===== src/rtl/dram_pkg.sv =====
// Shared types and helpers for the DRAM module controller.
// Assumes geometry widths are expressed in bits and never exceed 12.
package dram_pkg;

    localparam logic [3:0] GEO_MIN = 4'd8;
    localparam logic [3:0] GEO_MAX = 4'd12;

    typedef enum logic [3:0] {
        ST_IDLE,
        ST_ROW,
        ST_COL,
        ST_SETTLE,
        ST_ACK,
        ST_PRE,
        ST_CBR_CAS,
        ST_CBR_RAS,
        ST_CFG
    } seq_state_t;

    typedef struct packed {
        logic [3:0] row_w;
        logic [3:0] col_w;
    } geom_t;

    // Limit a requested address width to the supported span.
    function automatic logic [3:0] clamp_width(input logic [3:0] v);
        if (v < GEO_MIN) return GEO_MIN;
        if (v > GEO_MAX) return GEO_MAX;
        return v;
    endfunction

endpackage


===== src/rtl/dram_refresh_timer.sv =====
// Free-running refresh interval counter with a sticky request flag.
// Assumes the sequencer pulses 'take' for one clock when it starts a refresh.
module dram_refresh_timer #(
    parameter int INTERVAL = 3120
) (
    input  logic clk,
    input  logic rst_n,
    input  logic take,
    output logic due
);
    localparam int CNT_W = $clog2(INTERVAL);

    logic [CNT_W-1:0] cnt;
    logic             expire;

    assign expire = (cnt == '0);

    // Count down and reload on expiry.
    always_ff @(posedge clk) begin
        if (!rst_n)       cnt <= CNT_W'(INTERVAL - 1);
        else if (expire)  cnt <= CNT_W'(INTERVAL - 1);
        else              cnt <= cnt - 1'b1;
    end

    // Hold the request until the sequencer takes it; a new expiry wins.
    always_ff @(posedge clk) begin
        if (!rst_n) due <= 1'b0;
        else        due <= expire | (due & ~take);
    end
endmodule


===== src/rtl/dram_geom_reg.sv =====
// Geometry register holding the row and column address widths.
// Assumes writes arrive as a single-clock strobe; values are clamped on entry.
module dram_geom_reg
    import dram_pkg::*;
(
    input  logic       clk,
    input  logic       rst_n,
    input  logic       wr,
    input  logic [7:0] wdata,
    output geom_t      geom
);
    // Store clamped widths; default to the widest organisation.
    always_ff @(posedge clk) begin
        if (!rst_n) begin
            geom.row_w <= GEO_MAX;
            geom.col_w <= GEO_MAX;
        end else if (wr) begin
            geom.row_w <= clamp_width(wdata[7:4]);
            geom.col_w <= clamp_width(wdata[3:0]);
        end
    end
endmodule


===== src/rtl/dram_addr_mux.sv =====
// Splits a flat word address into row and column parts by the geometry.
// Assumes CPU_AW >= DRAM_AW and widths held in geom are at most DRAM_AW.
module dram_addr_mux
    import dram_pkg::*;
#(
    parameter int CPU_AW  = 24,
    parameter int DRAM_AW = 12
) (
    input  logic [CPU_AW-1:0]  addr,
    input  geom_t              geom,
    output logic [DRAM_AW-1:0] row,
    output logic [DRAM_AW-1:0] col
);
    logic [CPU_AW-1:0]  shifted;
    logic [DRAM_AW-1:0] col_mask;
    logic [DRAM_AW-1:0] row_mask;

    // Mask off bits beyond each programmed width.
    always_comb begin
        shifted  = addr >> geom.col_w;
        col_mask = ~({DRAM_AW{1'b1}} << geom.col_w);
        row_mask = ~({DRAM_AW{1'b1}} << geom.row_w);
        col      = addr[DRAM_AW-1:0] & col_mask;
        row      = shifted[DRAM_AW-1:0] & row_mask;
    end
endmodule


===== src/rtl/dram_ctl.sv =====
// DRAM module controller: CPU request/acknowledge port to RAS/CAS/WE pins.
// Assumes the CPU holds its request inputs until cpu_ack and drops cpu_req in
// the acknowledge clock; the external reset already covers power-on settling.
module dram_ctl
    import dram_pkg::*;
#(
    parameter int CPU_AW       = 24,
    parameter int DRAM_AW      = 12,
    parameter int DATA_W       = 32,
    parameter int REF_INTERVAL = 3120,
    parameter int T_RCD        = 3,
    parameter int T_CAS        = 3,
    parameter int T_PRE        = 3,
    parameter int T_REF        = 4,
    parameter int INIT_REFRESH = 8
) (
    input  logic                  clk,
    input  logic                  rst_n,
    input  logic                  cpu_req,
    input  logic                  cpu_cfg_sel,
    input  logic                  cpu_we,
    input  logic [DATA_W/8-1:0]   cpu_be,
    input  logic [CPU_AW-1:0]     cpu_addr,
    input  logic [DATA_W-1:0]     cpu_wdata,
    output logic                  cpu_ack,
    output logic [DATA_W-1:0]     cpu_rdata,
    output logic [DRAM_AW-1:0]    dram_addr,
    output logic                  dram_ras_n,
    output logic [DATA_W/8-1:0]   dram_cas_n,
    output logic                  dram_we_n,
    output logic [DATA_W-1:0]     dram_dq_out,
    output logic                  dram_dq_oe,
    input  logic [DATA_W-1:0]     dram_dq_in
);
    localparam int LANES  = DATA_W / 8;
    localparam int WMAX_A = (T_RCD > T_CAS) ? T_RCD : T_CAS;
    localparam int WMAX_B = (T_PRE > T_REF) ? T_PRE : T_REF;
    localparam int WMAX   = (WMAX_A > WMAX_B) ? WMAX_A : WMAX_B;
    localparam int WAIT_W = $clog2(WMAX + 1);
    localparam int INIT_W = $clog2(INIT_REFRESH + 1);

    seq_state_t           st;
    logic [WAIT_W-1:0]    wait_cnt;
    logic [INIT_W-1:0]    init_left;
    logic                 ref_due;
    logic                 ref_take;
    logic                 lat_we;
    logic [LANES-1:0]     lat_be;
    logic [CPU_AW-1:0]    lat_addr;
    logic [DATA_W-1:0]    lat_wdata;
    geom_t                geom;
    logic [DRAM_AW-1:0]   row_addr;
    logic [DRAM_AW-1:0]   col_addr;
    logic                 geom_wr;
    logic                 strobe_phase;

    assign ref_take     = (st == ST_IDLE) && ((init_left != '0) || ref_due);
    assign geom_wr      = (st == ST_CFG) && cpu_we;
    assign strobe_phase = (st == ST_COL) || (st == ST_SETTLE);

    dram_refresh_timer #(.INTERVAL(REF_INTERVAL)) u_timer (
        .clk   (clk),
        .rst_n (rst_n),
        .take  (ref_take),
        .due   (ref_due)
    );

    dram_geom_reg u_geom (
        .clk   (clk),
        .rst_n (rst_n),
        .wr    (geom_wr),
        .wdata (cpu_wdata[7:0]),
        .geom  (geom)
    );

    dram_addr_mux #(.CPU_AW(CPU_AW), .DRAM_AW(DRAM_AW)) u_mux (
        .addr (lat_addr),
        .geom (geom),
        .row  (row_addr),
        .col  (col_addr)
    );

    // Sequencer: refresh first, then register or memory cycles.
    always_ff @(posedge clk) begin
        if (!rst_n) begin
            st        <= ST_PRE;
            wait_cnt  <= WAIT_W'(T_PRE - 1);
            init_left <= INIT_W'(INIT_REFRESH);
            lat_we    <= 1'b0;
            lat_be    <= '0;
            lat_addr  <= '0;
            lat_wdata <= '0;
            cpu_rdata <= '0;
        end else begin
            unique case (st)
                ST_IDLE: begin
                    if (ref_take) begin
                        st <= ST_CBR_CAS;
                        if (init_left != '0) init_left <= init_left - 1'b1;
                    end else if (cpu_req && cpu_cfg_sel) begin
                        st        <= ST_CFG;
                        cpu_rdata <= DATA_W'(geom);
                    end else if (cpu_req) begin
                        st        <= ST_ROW;
                        wait_cnt  <= WAIT_W'(T_RCD - 1);
                        lat_we    <= cpu_we;
                        lat_be    <= cpu_be;
                        lat_addr  <= cpu_addr;
                        lat_wdata <= cpu_wdata;
                    end
                end
                ST_ROW: begin
                    if (wait_cnt == '0) st <= ST_COL;
                    else                wait_cnt <= wait_cnt - 1'b1;
                end
                ST_COL: begin
                    st       <= ST_SETTLE;
                    wait_cnt <= WAIT_W'(T_CAS - 1);
                end
                ST_SETTLE: begin
                    if (wait_cnt == '0) begin
                        st        <= ST_ACK;
                        cpu_rdata <= dram_dq_in;
                    end else begin
                        wait_cnt <= wait_cnt - 1'b1;
                    end
                end
                ST_ACK: begin
                    st       <= ST_PRE;
                    wait_cnt <= WAIT_W'(T_PRE - 1);
                end
                ST_PRE: begin
                    if (wait_cnt == '0) st <= ST_IDLE;
                    else                wait_cnt <= wait_cnt - 1'b1;
                end
                ST_CBR_CAS: begin
                    st       <= ST_CBR_RAS;
                    wait_cnt <= WAIT_W'(T_REF - 1);
                end
                ST_CBR_RAS: begin
                    if (wait_cnt == '0) begin
                        st       <= ST_PRE;
                        wait_cnt <= WAIT_W'(T_PRE - 1);
                    end else begin
                        wait_cnt <= wait_cnt - 1'b1;
                    end
                end
                ST_CFG:  st <= ST_IDLE;
                default: st <= ST_IDLE;
            endcase
        end
    end

    // Row strobe and shared address bus follow the sequencer phase.
    always_comb begin
        dram_ras_n = !((st == ST_ROW) || strobe_phase || (st == ST_CBR_RAS));
        if (st == ST_ROW)      dram_addr = row_addr;
        else if (strobe_phase) dram_addr = col_addr;
        else                   dram_addr = '0;
    end

    // Per-lane column strobes: lane enables on writes, all lanes otherwise.
    for (genvar i = 0; i < LANES; i++) begin : g_lane
        always_comb begin
            if ((st == ST_CBR_CAS) || (st == ST_CBR_RAS))
                dram_cas_n[i] = 1'b0;
            else if (strobe_phase)
                dram_cas_n[i] = lat_we ? !lat_be[i] : 1'b0;
            else
                dram_cas_n[i] = 1'b1;
        end
    end

    // Write enable, data drive and acknowledge.
    always_comb begin
        dram_we_n   = !(strobe_phase && lat_we);
        dram_dq_oe  = strobe_phase && lat_we;
        dram_dq_out = lat_wdata;
        cpu_ack     = (st == ST_ACK) || (st == ST_CFG);
    end
endmodule


===== config.mk =====
export PLATFORM = sky130hd
export DESIGN_NAME = dram_ctl
export DESIGN_NICKNAME = d
export VERILOG_FILES = /design/src/rtl/dram_pkg.sv /design/src/rtl/dram_refresh_timer.sv /design/src/rtl/dram_geom_reg.sv /design/src/rtl/dram_addr_mux.sv /design/src/rtl/dram_ctl.sv
export SDC_FILE = /design/constraint.sdc
export NUM_CORES = 1
export LEC_CHECK = 0
export CELL_PAD_IN_SITES_DETAIL_PLACEMENT = 1
export CELL_PAD_IN_SITES_GLOBAL_PLACEMENT = 1
export CORE_ASPECT_RATIO = 1.1
export CORE_MARGIN = 4
export CORE_UTILIZATION = 37
export CTS_BUF_LIST = sky130_fd_sc_hd__clkbuf_2
export CTS_CLUSTER_SIZE = 14
export DETAILED_ROUTE_END_ITERATION = 10
export PLACE_DENSITY_LB_ADDON = 0.15
export SYNTH_ARGS = -nofsm -noshare
export SYNTH_HDL_FRONTEND = slang
export SYNTH_SLANG_ARGS = --single-unit
export TNS_END_PERCENT = 20

===== constraint.sdc =====
create_clock -name clk -period 2.3 [get_ports clk]
set_input_delay 0.23 -clock clk [delete_from_list [all_inputs] [get_ports clk]]
set_output_delay 0.23 -clock clk [all_outputs]
set_load 0.05 [all_outputs]

# After elaboration in Yosys (flattened, before gate mapping)
# Index checks and enable logic that the tools add are counted.
[op_classes]
n_reduce_logical = 30
n_shift = 3
n_mux = 54
bitwise = 9
order_cmp = 4
add_sub_neg = 3
eq_ne = 18
[op_table]
columns = ["op", "n"]
rows = [
  ["two-way mux 32 bit", 3],
  ["case mux 32 bit (2 select lines)", 1],
  ["two-way mux 4 bit", 15],
  ["case mux 4 bit (8 select lines)", 1],
  ["two-way mux 1 bit", 26],
  ["bitwise AND 12 bit", 2],
  ["two-way mux 12 bit", 2],
  ["NOT 12 bit", 2],
  ["<< shifter 12 x 4 -> 12 bit (first input constant)", 2],
  [">> shifter 24 x 4 -> 12 bit", 1],
  ["equality test 4 x 3 -> 1 bit (second input constant)", 4],
  ["two-way mux 3 bit", 5],
  ["case mux 3 bit (5 select lines)", 1],
  ["!= test 2 bit (second input constant)", 7],
  ["logical NOT 12 bit", 1],
  ["subtractor 12 x 1 -> 12 bit (second input constant)", 1],
  ["AND reduction 5 bit", 2],
  ["equality test 4 x 2 -> 1 bit (second input constant)", 2],
  ["greater-than comparator 4 bit (second input constant)", 2],
  ["< comparator 4 bit (second input constant)", 2],
  ["AND reduction 4 bit", 2],
  ["logical NOT 1 bit", 6],
  ["logical OR 1 bit", 6],
  ["nonzero test 5 bit", 1],
  ["other kinds (17)", 24],
]
[word_totals]
regBits = 125
out_inout_bits = 84
wordCells = 133
in_bits = 97

# Logic depth before layout (Yosys ltp)
[logic_depth]
depth_word = 9
depth_mapped = 9
mapped_depth_nobuf = 6

# By module
# From an unflattened synthesis, not the netlist that was laid out.
[hier_totals]
cells_unflattened = 730
area_unflattened_um2 = 6411.1
[by_module_without_submodules]
columns = ["module", "instances", "seq_area_each_um2", "cells_per_inst", "area_each_um2"]
rows = [
  ["dram_ctl", 1, 2082.0, 484, 4205.3],
  ["dram_addr_mux", 1, 0.0, 155, 1285.0],
  ["dram_refresh_timer", 1, 260.2, 62, 599.3],
  ["dram_geom_reg", 1, 160.2, 29, 321.6],
]

# Worst setup path after synthesis
# OpenSTA, ideal clock, no wires.
[synth_path]
path_kind = "register to output"
startpoint = "register, netlist name u_geom.geom[1]"
endpoint = "output dram_addr[10]"
stages_incl_launch_ff = 7
slack_ns = -0.546
arrival_time_ns = 2.616
t_required_ns = 2.070
n_path_buf = 2
path_cell_list = "dfxtp_1 > buf_2 > buf_2 > mux4_2 > nor3b_1 > or4_1 > o21ai_0"
[synth_via]
elab_chain_len = 5
elab_cells_between_ends = 7
cone_classes = "shift (2); mux (2); bitwise (3)"
[synth_rtl]
columns = ["element", "line", "source"]
rows = [
  ["<< shifter 12 x 4 -> 12 bit", "dram_addr_mux.sv:21", "col_mask = ~({DRAM_AW{1'b1}} << geom.col_w);"],
  ["NOT 12 bit", "dram_addr_mux.sv:21", ""],
  ["bitwise AND 12 bit", "dram_addr_mux.sv:23", "col = addr[DRAM_AW-1:0] & col_mask;"],
  ["two-way mux 12 bit", "dram_ctl.sv:158", "else if (strobe_phase) dram_addr = col_addr;"],
  ["two-way mux 12 bit *", "dram_ctl.sv:157", "if (st == ST_ROW) dram_addr = row_addr;"],
  ["to (decl)", "dram_ctl.sv:27", "output logic [DRAM_AW-1:0] dram_addr,"],
]
# Every way passes the cells marked *; elsewhere a longest branch is shown, timed or not.

# Worst setup path in the final report
[layout_path]
startpoint = "register, netlist name u_geom.geom[1]"
endpoint = "output dram_addr[9]"
[layout_via]
elab_chain_len = 5
elab_cells_between_ends = 7
cone_classes = "shift (2); mux (2); bitwise (3)"
[layout_rtl]
columns = ["element", "line"]
rows = [
  ["<< shifter 12 x 4 -> 12 bit", "dram_addr_mux.sv:21"],
  ["NOT 12 bit", "dram_addr_mux.sv:21"],
  ["bitwise AND 12 bit", "dram_addr_mux.sv:23"],
  ["two-way mux 12 bit", "dram_ctl.sv:158"],
  ["two-way mux 12 bit *", "dram_ctl.sv:157"],
]
# Marks and branches as above.

==> flow_summary.ini <==
[status]
status = finished with violations
violations = negative setup slack

[critical_path]
crit_path_end_kind = primary output
path_class = flop to primary output
critPathLaunchType = flop
r2r_setup_slack_ns = -0.63
worstPathMaxFanout = 6
required_ns = 2.07
cp.arrival_ns = 2.71

[routing]
ant_nets = 0
dr_total_vias = 7058
drt_first_pass_iters = 5
wl_per_cell_um = 20.4
routed_wl_um = 26700
drc_errors = 0
drt_iter0_markers = 311
viasPerCell = 5.40

[placed_design]
dp_cells = 1160
gp_congestion = 0.841
place_area_um2 = 9070
hpwl_um = 16400
dp_slack_ns = 0.0258
port_buffers = 180

[clocking]
cts_tree = done
numCtsBuffers = 17
cts_root_buf = clkbuf_2
clk_latency_ns = 0.74
clk_path_buf_depth = 2
clkTransAtPathRegs_ns = 0.19
htreeDepth = 4
cts.sinks = 125

[synthesis]
async_reset_ff_share_pct = 0
syn_inst = 771
syn_nets = 874
yosys_warnings = 0
synthDistinctLibCells = 62
synth-edff-count = 0
synth_area_um2 = 6800
ys_seq_elements = 125
yosysTopAreaCellShare_pct = 36.8
yosys-top-cells-area = dfxtp_1 (37%), nand2_1 (11%), mux4_2 (7.9%), mux2i_1 (7.2%), a21boi_1 (6.6%)
yosysTopAreaCell = dfxtp_1
avgSynthCellArea_um2 = 8.82
synth_top_flop_cell = dfxtp_1
yosysSeqAreaShare_pct = 36.8

[sta]
slew_viol_final = 0
tns_ns = -7.07
final-setup-viol-count = 13
post-route-period-util_pct = 128
worstMarginPinSlew_ns = 0.564
hold_slack_ns = 0.0571
period_needed_ns = 2.94
hold_viol = 0
skew_ns = 0.0310
finalWorstSetupSlack_ns = -0.644
maxSlewHeadroom_pct = 62.4
max_clock_freq_ghz = 0.340
grt_setup_unrepaired = true

[power_and_ir_drop]
power_frac_comb_pct = 26.0
vdd_ir_drop_max_v = 0.000242
power_frac_clock_pct = 29.4
power.density_nw_per_um2 = 468
swShare_pct = 33.0
internal_power_w = 0.00343
leakage_nw = 4.54
sequentialPowerShare_pct = 44.6
power_switching_w = 0.00169

[grt]
grt.overflow.total = 0
grt_max_degree = 68
grt_first_pass_wirelength_um = 40700
antenna_found_initial = 1
grtUsageTotal_pct = 24.9
grt_pass1_vias = 7586

[final_layout]
drive_gt1_share_pct = 22.2
final_common_cell = nand2_1
area_growth_pct = 60.9
nets = 1157
instances_no_fill = 1307
final_area_um2 = 10900
layout_common_cells = nand2_1 (196), clkdlybuf4s50_1 (136), dfxtp_1 (115)

[die]
die_area_um2 = 20600
fp.dieW_um = 137
fp.dieH_um = 150
rows = 51
start_util_pct = 38.1
io_pins = 181
coreArea_um2 = 17900

[hold_path]
hp-class = input pin to flop

[job]
maxCapViolations = 0
-- state kept, by name, indices dropped and copies added, names as in the netlist --
register     flops
cpu_rdata       32
dram_dq_out     32
init_left        4
lat_addr        24
lat_be           4
lat_we           1
st               4
u_geom.geom      8
u_timer.cnt     12
u_timer.due      1
wait_cnt         3
-- worst max-delay path: stages (launching register included) --
cell       delay [ns]
dfxtp_4          0.48
buf_12           0.16
mux4_2           0.50
mux2i_1          0.15
buf_4            0.16
buf_12           0.10
a2bb2oi_2        0.17
o21ai_2          0.11
buf_12           0.17
-- final timing paths --
kind	start	endpoint	cells past startpoint
hold / removal	cpu_addr[22]	lat_addr[22]	3
hold reg to reg	u_timer.cnt[0]	u_timer.cnt[0]	1
setup reg to reg	u_geom.geom[1]	u_geom.geom[1]	21
setup / recovery	u_geom.geom[1]	dram_addr[9]	8
-- repair_timing --
action,CTS,global route
pin swaps,12,15
endpoints found under the setup margin,18,100
endpoints found under the hold margin,93,1
buffers inserted,25,15
resized for setup,58,79
gates cloned,2,3
hold buffers,67,1
-- power by group through the flow --
| stage | logic (W) | registers [W] | clock network (W) |
|---|---|---|---|
| 3_3_place_gp | 0.00108 | 0.00231 | 0 |
| 2_1_floorplan | 0.000628 | 0.00231 | 0 |
| 3_5_place_dp | 0.00112 | 0.00232 | 0 |
| 5_1_grt | 0.00144 | 0.00229 | 0.00164 |
| 4_1_cts | 0.00127 | 0.00228 | 0.00155 |
| 6_report | 0.00133 | 0.00228 | 0.00151 |
-- Yosys cell counts (5+ instances only) --
cell type / number
a21boi_1: 60
nor2_1: 12
buf_6: 12
xor2_1: 6
nor2b_1: 10
buf_2: 14
mux2i_1: 49
nand2_1: 198
inv_1: 12
nor3_1: 7
nand4b_1: 7
a21boi_0: 6
nand3_1: 40
dfxtp_1: 125
o211ai_1: 7
nand2b_1: 5
ha_1: 6
nand4_1: 7
mux2_2: 14
a21oi_1: 8
o21ai_0: 12
clkbuf_1: 38
mux4_2: 24
or4_1: 6
and2_1: 8
-- area by class of cell --
cell class,instances,area (um^2)
Fill cell,1976,6920
Multi-Input combinational cell,566,4220
Timing Repair Buffer,332,3600
Sequential cell,125,2530
Tap cell,238,298
Clock inverter,14,159
Clock buffer,18,90.1
Inverter,12,50.0
Antenna cell,2,5.00
-- cells by family after synthesis --
group | share of synthesized area, %
multiplexers | 17.5
flip-flops | 36.8
XOR/XNOR | 1.16
AND/OR/NAND/NOR | 22.7
AO/OA/AOI/OAI | 14.6
buffers and inverters | 6.05
adder cells (fa/ha/maj) | 1.25
-- per-layer routing --
metal	wire length [um]	vias up	track usage (%)	share of wire, %
li1	-	3293	-	-
met1	10900	3501	29.8	41
met2	13500	228	43.5	51
met3	1740	36	7.39	6.5
met4	588	0	6.14	2.2
met5	0	-	0	0
-- metrics by stage --
| step | power, W | util [%] |
|---|---|---|
| final | 0.00512 | 61.3 |
| after global routing | 0.00537 | 61.3 |
| after CTS | 0.00510 | 58.5 |
| after detailed placement | 0.00344 | 50.8 |
| after global placement | 0.00338 | 50.8 |
| after floorplan | 0.00294 | - |
No activity file was read; power rests on OpenSTA's default activity.
